===== src/rtl/sd_cmd_pkg.sv =====
package sd_cmd_pkg;

    typedef enum logic [2:0] {
        S_IDLE,
        S_SEND,
        S_WAIT,
        S_CHECK,
        S_STOP_SEND,
        S_STOP_WAIT
    } seq_state_t;

    // command word field positions
    localparam int unsigned CF_LOAD     = 31;
    localparam int unsigned CF_CLKCHG   = 21;
    localparam int unsigned CF_AUTOSTOP = 12;
    localparam int unsigned CF_LONG     = 7;
    localparam int unsigned CF_RESP     = 6;

    // raw status bit positions
    localparam int unsigned ST_NOANS  = 1;
    localparam int unsigned ST_DONE   = 2;
    localparam int unsigned ST_AUTO   = 14;

    localparam logic [5:0] STOP_INDEX = 6'd12;
    localparam int unsigned SHORT_BYTES = 4;

endpackage


===== src/rtl/sd_resp_pack.sv =====
module sd_resp_pack #(
    parameter int unsigned RESP_BYTES = 16,
    parameter int unsigned LEN_W      = $clog2(RESP_BYTES + 1)
) (
    input  logic                    long_sel,
    input  logic [LEN_W-1:0]        resp_len,
    input  logic [8*RESP_BYTES-1:0] resp_bytes,
    output logic [RESP_BYTES/4-1:0][31:0] words,
    output logic                    len_ok
);
    import sd_cmd_pkg::*;

    localparam int unsigned WORDS = RESP_BYTES / 4;

    assign len_ok = long_sel ? (resp_len == LEN_W'(RESP_BYTES))
                             : (resp_len == LEN_W'(SHORT_BYTES));

    for (genvar w = 0; w < WORDS; w++) begin : g_word
        localparam int unsigned LB = (WORDS - 1 - w) * 4;
        logic [31:0] long_w;
        logic [31:0] short_w;

        assign long_w = {resp_bytes[8*LB +: 8], resp_bytes[8*(LB+1) +: 8],
                         resp_bytes[8*(LB+2) +: 8], resp_bytes[8*(LB+3) +: 8]};

        if (w == 0) begin : g_first
            assign short_w = {resp_bytes[7:0], resp_bytes[15:8],
                              resp_bytes[23:16], resp_bytes[31:24]};
        end else begin : g_rest
            assign short_w = '0;
        end

        assign words[w] = long_sel ? long_w : short_w;
    end

endmodule


===== src/rtl/sd_wait_timer.sv =====
module sd_wait_timer #(
    parameter int unsigned CNT_W = 16
) (
    input  logic             clk,
    input  logic             rst_n,
    input  logic             clr,
    input  logic             run,
    input  logic [CNT_W-1:0] limit,
    output logic             expired
);
    logic [CNT_W-1:0] cnt_q;

    always_ff @(posedge clk or negedge rst_n) begin
        if (!rst_n) begin
            cnt_q <= '0;
        end else if (clr) begin
            cnt_q <= '0;
        end else if (run) begin
            cnt_q <= cnt_q + 1'b1;
        end
    end

    assign expired = run && (({1'b0, cnt_q} + 1'b1) >= {1'b0, limit});


    expire_leaves_chk: assert property (@(posedge clk) disable iff (!rst_n)
        expired |=> !run);

endmodule


===== src/rtl/sd_cmd_issue.sv =====
module sd_cmd_issue #(
    parameter int unsigned TMO_W      = 16,
    parameter int unsigned RESP_BYTES = 16,
    parameter int unsigned LEN_W      = $clog2(RESP_BYTES + 1)
) (
    input  logic                    clk,
    input  logic                    rst_n,
    input  logic                    cmd_wr,
    input  logic [31:0]             cmd_wdata,
    input  logic                    arg_wr,
    input  logic [31:0]             arg_wdata,
    input  logic                    stat_clr_wr,
    input  logic [31:0]             stat_clr_mask,
    input  logic                    xfer_zero,
    input  logic                    dma_done,
    input  logic                    fifo_access,
    input  logic [TMO_W-1:0]        tmo_limit,
    output logic                    card_req,
    output logic [5:0]              card_cmd_idx,
    output logic [31:0]             card_arg,
    input  logic                    card_resp_valid,
    input  logic [LEN_W-1:0]        card_resp_len,
    input  logic [8*RESP_BYTES-1:0] card_resp_bytes,
    output logic                    busy,
    output logic [31:0]             cmd_reg,
    output logic [31:0]             arg_reg,
    output logic [31:0]             resp_word0,
    output logic [31:0]             resp_word1,
    output logic [31:0]             resp_word2,
    output logic [31:0]             resp_word3,
    output logic [31:0]             raw_status
);
    import sd_cmd_pkg::*;

    localparam int unsigned WORDS = RESP_BYTES / 4;

    seq_state_t state_q, state_d;
    logic [31:0] cmd_q, arg_q, status_q, status_set;
    logic [WORDS-1:0][31:0] resp_q, packed_words;
    logic len_ok, tmo_hit, in_wait, in_stop, answer, answer_ok;
    logic load_go, evt_stop, stop_due, finish;

    assign in_wait   = (state_q == S_WAIT) || (state_q == S_STOP_WAIT);
    assign in_stop   = (state_q == S_STOP_SEND) || (state_q == S_STOP_WAIT);
    assign answer    = in_wait && card_resp_valid;
    assign answer_ok = !cmd_q[CF_RESP] || len_ok;
    assign load_go   = (state_q == S_IDLE) && cmd_wr && cmd_wdata[CF_LOAD];
    assign stop_due  = cmd_q[CF_AUTOSTOP] && xfer_zero;
    assign evt_stop  = (dma_done || fifo_access) && stop_due;

    logic tmo_expired;
    assign tmo_hit = tmo_expired && !card_resp_valid;
    assign finish  = answer || tmo_hit;

    sd_wait_timer #(.CNT_W(TMO_W)) u_timer (
        .clk     (clk),
        .rst_n   (rst_n),
        .clr     (card_req),
        .run     (in_wait),
        .limit   (tmo_limit),
        .expired (tmo_expired)
    );

    sd_resp_pack #(.RESP_BYTES(RESP_BYTES), .LEN_W(LEN_W)) u_pack (
        .long_sel   (cmd_q[CF_LONG]),
        .resp_len   (card_resp_len),
        .resp_bytes (card_resp_bytes),
        .words      (packed_words),
        .len_ok     (len_ok)
    );

    // state register
    always_ff @(posedge clk or negedge rst_n) begin
        if (!rst_n) state_q <= S_IDLE;
        else        state_q <= state_d;
    end

    // next state
    always_comb begin
        state_d = state_q;
        unique case (state_q)
            S_IDLE: begin
                if (load_go)       state_d = cmd_wdata[CF_CLKCHG] ? S_CHECK : S_SEND;
                else if (evt_stop) state_d = S_STOP_SEND;
            end
            S_SEND:      state_d = S_WAIT;
            S_WAIT:      if (finish) state_d = S_CHECK;
            S_CHECK:     state_d = stop_due ? S_STOP_SEND : S_IDLE;
            S_STOP_SEND: state_d = S_STOP_WAIT;
            S_STOP_WAIT: if (finish) state_d = S_IDLE;
            default:     state_d = S_IDLE;
        endcase
    end

    // outputs
    always_comb begin
        card_req     = (state_q == S_SEND) || (state_q == S_STOP_SEND);
        card_cmd_idx = in_stop ? STOP_INDEX : cmd_q[5:0];
        card_arg     = in_stop ? 32'd0 : arg_q;
        busy         = (state_q != S_IDLE);
        status_set   = '0;
        if (load_go && cmd_wdata[CF_CLKCHG]) status_set[ST_DONE] = 1'b1;
        if (answer && answer_ok)             status_set[ST_DONE] = 1'b1;
        if ((answer && !answer_ok) || tmo_hit) status_set[ST_NOANS] = 1'b1;
        if ((state_q == S_STOP_WAIT) && finish) status_set[ST_AUTO] = 1'b1;
    end

    // datapath registers
    always_ff @(posedge clk or negedge rst_n) begin
        if (!rst_n) begin
            cmd_q    <= '0;
            arg_q    <= '0;
            status_q <= '0;
            resp_q   <= '0;
        end else begin
            if (cmd_wr && (state_q == S_IDLE)) begin
                cmd_q          <= cmd_wdata;
                cmd_q[CF_LOAD] <= 1'b0;
            end
            if (arg_wr && (state_q == S_IDLE)) arg_q <= arg_wdata;
            status_q <= (status_q & ~(stat_clr_wr ? stat_clr_mask : 32'd0)) | status_set;
            if (answer && cmd_q[CF_RESP] && len_ok) resp_q <= packed_words;
        end
    end

    assign cmd_reg    = cmd_q;
    assign arg_reg    = arg_q;
    assign raw_status = status_q;
    assign resp_word0 = resp_q[0];
    assign resp_word1 = resp_q[1];
    assign resp_word2 = resp_q[2];
    assign resp_word3 = resp_q[3];


    req_pulse_chk: assert property (@(posedge clk) disable iff (!rst_n)
        card_req |=> !card_req);


    busy_hold_chk: assert property (@(posedge clk) disable iff (!rst_n)
        (busy && (cmd_wr || arg_wr)) |=> ($stable(cmd_reg) && $stable(arg_reg)));


    stop_restore_chk: assert property (@(posedge clk) disable iff (!rst_n)
        (state_q == S_STOP_WAIT) |-> ($stable(cmd_q) && $stable(arg_q)));


    auto_rise_chk: assert property (@(posedge clk) disable iff (!rst_n)
        $rose(raw_status[ST_AUTO]) |-> ($past(state_q) == S_STOP_WAIT));


    outcome_excl_chk: assert property (@(posedge clk) disable iff (!rst_n)
        !($rose(raw_status[ST_NOANS]) && $rose(raw_status[ST_DONE])));


    clkchg_quiet_chk: assert property (@(posedge clk) disable iff (!rst_n)
        (load_go && cmd_wdata[CF_CLKCHG]) |=> (!card_req && busy));

endmodule


===== config.mk =====
export PLATFORM = sky130hd
export DESIGN_NAME = sd_cmd_issue
export DESIGN_NICKNAME = d
export VERILOG_FILES = /design/src/rtl/sd_cmd_pkg.sv /design/src/rtl/sd_resp_pack.sv /design/src/rtl/sd_wait_timer.sv /design/src/rtl/sd_cmd_issue.sv
export SDC_FILE = /design/constraint.sdc
export NUM_CORES = 1
export LEC_CHECK = 0
export BUFFER_PORTS_ARGS = -buffer_cell sky130_fd_sc_hd__buf_4
export CAP_MARGIN = 20
export CORE_AREA = 8 8 197 199
export DETAILED_ROUTE_END_ITERATION = 10
export DIE_AREA = 0 0 205 207
export PLACE_DENSITY = 0.58
export SYNTH_ARGS = -nofsm -noshare
export SYNTH_HDL_FRONTEND = slang
export SYNTH_HIERARCHICAL = 1
export SYNTH_SLANG_ARGS = --single-unit

===== constraint.sdc =====
create_clock -name clk -period 5.2 [get_ports clk]
set_input_delay 1.04 -clock clk [delete_from_list [all_inputs] [get_ports clk]]
set_output_delay 1.04 -clock clk [all_outputs]
set_load 0.01 [all_outputs]

# After elaboration in Yosys (flattened, before gate mapping)

Cells that the tools add are included.

Logic and storage cells: 74
Register bits after elaboration: 242

Bitwise operators: 3
Equal/unequal tests: 10
Muxes and demuxes: 21
$lt $le $gt $ge: 1
Add/subtract/negate cells: 2
Reduce and logical (&&, ||, !) cells: 28

Operators with widths:

| cell                                                                   | count |
|---|---|
| 32-bit 2-to-1 mux                                                      | 6 |
| 32-bit bitwise AND                                                     | 1 |
| 16-bit 2-to-1 mux                                                      | 2 |
| 32-bit inverter                                                        | 1 |
| 32-bit by 15-bit OR with 32-bit output                                 | 1 |
| 3-bit case mux with 6 select lines                                     | 1 |
| 16-bit by 1-bit adder with 17-bit output (second input constant)       | 1 |
| 17-bit by 16-bit greater-or-equal comparator with 1-bit output         | 1 |
| 16-bit by 1-bit adder with 16-bit output (second input constant)       | 1 |
| 3-bit 2-to-1 mux                                                       | 5 |
| 1-bit logical AND                                                      | 14 |
| 1-bit logical OR                                                       | 7 |
| 3-bit by 2-bit equality test with 1-bit output (second input constant) | 2 |
| 3-bit equality test (second input constant)                            | 2 |
| 6-bit 2-to-1 mux                                                       | 1 |
| 5-bit by 3-bit equality test with 1-bit output (second input constant) | 1 |
| 5-bit equality test (second input constant)                            | 1 |
| 1-bit 2-to-1 mux                                                       | 5 |
| 2-bit inequality test (second input constant)                          | 2 |
| 3-bit by 1-bit equality test with 1-bit output (second input constant) | 1 |
| 1-bit logical NOT                                                      | 3 |
| 3-bit logical NOT                                                      | 1 |
| 3-bit inequality test (second input constant)                          | 1 |
| 3-bit AND reduction                                                    | 1 |
| 3 further kinds                                                        | 3 |

# Logic depth before layout (Yosys ltp)

Word-level depth: 8
Depth in mapped cells: 14
Gate-level depth less buffers: 13

# By module

The synthesis kept the hierarchy.

By module, submodules not included:

| module        | sequential area each (um2) | area each (um2) | instances | cells an instance |
|---|---|---|---|---|
| sd_cmd_issue  | 5,655.4                    | 8,755.9         | 1         | 558 |
| sd_wait_timer | 400.4                      | 1,416.4         | 1         | 166 |
| sd_resp_pack  | 0.0                        | 1,051.0         | 1         | 145 |

# Worst setup path after synthesis

Ideal clock, no wire load.

Path kind: flip-flop to flip-flop
From: register u_timer.cnt_q[0]
To: register state_q[2]
Slack: 2,213 ps
Data arrival time: 2,862 ps
Library setup time: 125 ps
Clock period less this slack: 2,987 ps
Stages on the path, launching flop included: 14
Required time: 5,075 ps
Cells stage by stage: dfrtp_1 ha_1 and4_1 and3_4 nand3_1 xnor2_1 ha_1 nand3_1 nor3_1 o31ai_1 a41oi_1 nor2_1 a32oi_1 mux2_2

Cells in the longest elaborated chain, start to end: 7
Elaborated cells on any way between the ends: 8

RTL lines:

| what                                                             | RTL line            | RTL |
|---|---|---|
| start: declaration                                               | sd_wait_timer.sv:11 | `logic [CNT_W-1:0] cnt_q;` |
| start signal: assignment                                         | sd_wait_timer.sv:19 | `cnt_q <= cnt_q + 1'b1;` |
| 16-bit by 1-bit adder with 17-bit output *                       | sd_wait_timer.sv:23 | `assign expired = run && (({1'b0, cnt_q} + 1'b1) >= {1'b0, limit});` |
| 17-bit by 16-bit greater-or-equal comparator with 1-bit output * | sd_wait_timer.sv:23 |  |
| 1-bit logical AND *                                              | sd_wait_timer.sv:23 |  |
| net tmo_expired                                                  | sd_cmd_issue.sv:51  | `logic tmo_expired;` |
| 1-bit logical AND *                                              | sd_cmd_issue.sv:52  | `assign tmo_hit = tmo_expired && !card_resp_valid;` |
| 1-bit logical OR *                                               | sd_cmd_issue.sv:53  | `assign finish = answer \|\| tmo_hit;` |
| 2-bit inequality test (no source line)                           | n/a                 |  |
| 3-bit AND reduction (no source line) *                           | n/a                 |  |
| end signal: assignment                                           | sd_cmd_issue.sv:75  | `else state_q <= state_d;` |
| end: declaration                                                 | sd_cmd_issue.sv:37  | `seq_state_t state_q, state_d;` |

The timed path passes the listed nets; every way through them passes the cells marked *.
A chain may end at the register's enable or synchronous reset.

# Final worst setup path

Same ends and word-level chain as after synthesis.

==> results.sh <==
export IMPL_grt_pass1_vias=9271
export IMPL_grt_start_max_net_pins=129
export IMPL_layout_drive_gt1_share=0.492
export IMPL_worst_endpoint_arrival_ns=3.93
export IMPL_pin_count=518
export IMPL_floorplan_die_height_um=207
export IMPL_outcome="finished, final reports clean"
export IMPL_vias=8478
export IMPL_cts_reportedPaths_clkPinSlew_ns=0.06
export IMPL_final_core_util=0.459
export IMPL_synth_largest_area_cell="dfrtp_1"
export IMPL_layout_nets=1641
export IMPL_synth_top_cell_area_share=0.540
export IMPL_cts_tree="built"
export IMPL_drt_first_iter_violations=319
export IMPL_synth_cell_types=52
export IMPL_port_buffer_count=516
export IMPL_synth_seq_cells=242
export IMPL_report_final_setup_viol=0
export IMPL_synth_enable_flop_cells=0
export IMPL_p_per_area_nw_per_um2=461
export IMPL_timing_final_max_slew_violations=0
export IMPL_grt_pass1_wl_mm=57.6
export IMPL_layout_skew_ns=0.0242
export IMPL_synthesis_yosys_warnings=6
export IMPL_hold_viol_final=0
export IMPL_async_flop_share=1.00
export IMPL_synthCells=869
export IMPL_setup_tns_ns=0
export IMPL_ys_top_cells_by_area="dfrtp_1 54%, mux2_1 12%, mux2_2 10%"
export IMPL_groute_usage_overall=0.172
export IMPL_type_of_origin_of_the_critical_path="register"
export IMPL_final_wirelength_mm=38.0
export IMPL_core_rowCount=70
export IMPL_insertedDiodeCount=0
export IMPL_avgViaCountPerCell=4.56
export IMPL_firstDrtPassIters=4
export IMPL_cts_sink_count=242
export IMPL_max_slew_margin=0.332
export IMPL_maxCapViolations=0
export IMPL_rsz0062_at_grt="false"
export IMPL_holdCritPathClass="in2async"
export IMPL_clock_fmax_mhz=286
export IMPL_worst_ep_required_time_ns=5.63
export IMPL_drc_errors=0
export IMPL_gpl_final_weighted_congestion=0.808
export IMPL_routed_wire_per_std_cell_um=20.4
export IMPL_endpoint_kind="register"
export IMPL_critPathKind="reg2reg"
export IMPL_syn_nets=1140
export IMPL_max_slew_worst_pin_slew_ns=1.00
export IMPL_final_period_minus_worst_setup_slack_ns=3.50
export IMPL_post_layout_total_power_mw=7.61
export IMPL_antenna_left=0
export IMPL_finalCritPeriodShare=0.673
export IMPL_clock_root_buffer="clkbuf_16"
export IMPL_seq_area_frac_synth=0.540
export IMPL_tritoncts_num_buffers=29
export IMPL_cts_max_path_buffers=3
export IMPL_placeableCoreArea_um2=35900
export IMPL_syn_avg_cell_area_um2=12.9
export IMPL_die_w_um=205
export IMPL_initial_utilization=0.313
export IMPL_cts_htree_levels=1
export IMPL_clock_latency_ns=0.56
export IMPL_total_die_area_um2=42400
export IMPL_post_cts_resized_instances=0
export IMPL_syn2layout_area_growth_pct=47.0
export IMPL_grt_overflow=0
export IMPL_dp_final_hpwl_mm=28.9
export IMPL_dominantRegCellSynth="dfrtp_1"
export IMPL_layout_filler_cells=3395
export IMPL_netlist_area_um2=11200
export IMPL_antenna_found_initial=0
export IMPL_critPathMaxFanout=6
export IMPL_worst_case_vdd_ir_drop_v=0.000420
export IMPL_post_cts_setup_buffer_count=0
export IMPL_power_leakage_nw=8.57
export IMPL_cts_hold_fix_buffers=0
==> cells by family (layout without fill, tap and decap cells) <==
family	Yosys count	in the layout	share of synthesized area
flops	242	242	0.540
mux	225	225	0.226
simple gates	221	221	0.117
buf+inv	72	596	0.0361
compound gates	64	64	0.0413
xor+xnor	27	27	0.0211
fa+ha+maj	17	17	0.0190
other cells	1	1	0.000334
==> final cells by class <==
| cell class | instances | area, µm² | area share |
|---|---|---|---|
| sequential | 242 | 6060 | 0.367 |
| clock buffer | 45 | 886 | 0.0537 |
| tap | 468 | 586 | 0.0355 |
| multi-input combinational | 555 | 4760 | 0.289 |
| inverter | 18 | 67.6 | 0.00409 |
| clock inverter | 9 | 164 | 0.00993 |
| timing repair buffer | 524 | 3970 | 0.241 |
==> worst paths after layout <==
kind                                         startpoint                          to  slack [ns]  cells after the start
max                        u_timer/cnt_q[0]$_DFFE_PN0P_      state_q[2]$_DFFE_PN0P_        1.70                     13
min                                               rst_n     arg_reg[19]$_DFFE_PN0P_        0.49                      1
max reg2reg                u_timer/cnt_q[0]$_DFFE_PN0P_      state_q[2]$_DFFE_PN0P_        1.70                     13
min reg2reg                  resp_word2[10]$_DFFE_PN0P_  resp_word2[10]$_DFFE_PN0P_        0.49                      1
max in group asynchronous                         rst_n  resp_word2[16]$_DFFE_PN0P_        3.60                      2
min in group clk             resp_word2[10]$_DFFE_PN0P_  resp_word2[10]$_DFFE_PN0P_        0.49                      1
==> synthesized netlist by cell type (all sizes together), types with 8 or more instances <==
master,instances
dfrtp,242
mux2,224
and2,135
buf,32
a21boi,30
nor2,23
clkbuf,22
nand2,20
inv,18
ha,17
xor2,16
nand3,14
xnor2,11
a21oi,10
nand4,9
o21ai,8
==> worst max-delay path, stage by stage (launching register included) <==
cell and delay [ns]:
dfrtp_1 0.47, ha_1 0.30, and4_1 0.29, and3_4 0.23, nand3_1 0.09, xnor2_1 0.14, ha_1 0.29, nand3_1 0.09
nor3_1 0.27, o31ai_1 0.13, a41oi_1 0.45, nor2_1 0.08, a32oi_1 0.19, mux2_2 0.35
==> through the flow <==
step	area [µm²]	std cells	setup WS, ns	hold WS [ns]
2_1_floorplan	11200	869	2.21	0.509
3_3_place_gp	15400	1806	1.82	0.471
3_5_place_dp	15400	1806	1.72	0.482
4_1_cts	16500	1860	1.66	0.495
5_1_grt	16500	1861	1.32	0.506
6_report	16500	1861	1.70	0.488
==> power breakdown <==
part           switching (mW)  total [mW]  internal, mW
sequential              0.367        2.66          2.29
combinational            1.24        2.76          1.52
clock                   0.823        2.19          1.37
==> layout by cell type (no fill, tap or decap), drive strengths merged, types with 2 or more instances in the layout <==
cell type and instances:
o21ai 8, nand3 14, xnor2 11, nor2 23, and2 135, a21oi 10, nor2b 3, bufinv 4
nand2b 5, mux2 224, a41oi 2, clkbuf 45, a21boi 30, a32oi 2, clkinv 3, or3 3
and3 2, nand4 9, ha 17, buf 524, nor3 3, and4 2, inv 20, xor2 16
dfrtp 242, nand2 20
==> per-layer routing <==
| layer | part of all wire | track usage | wire length (µm) | vias up |
|---|---|---|---|---|
| met3 | 0.069 | 0.0470 | 2620 | 51 |
| met4 | 0.025 | 0.0444 | 938 | 0 |
| met1 | 0.39 | 0.201 | 14900 | 4185 |
| met5 | 0 | 0 | 0 | - |
| li1 | - | - | - | 3980 |
| met2 | 0.51 | 0.305 | 19500 | 262 |
(Power assumes the default switching activity.)
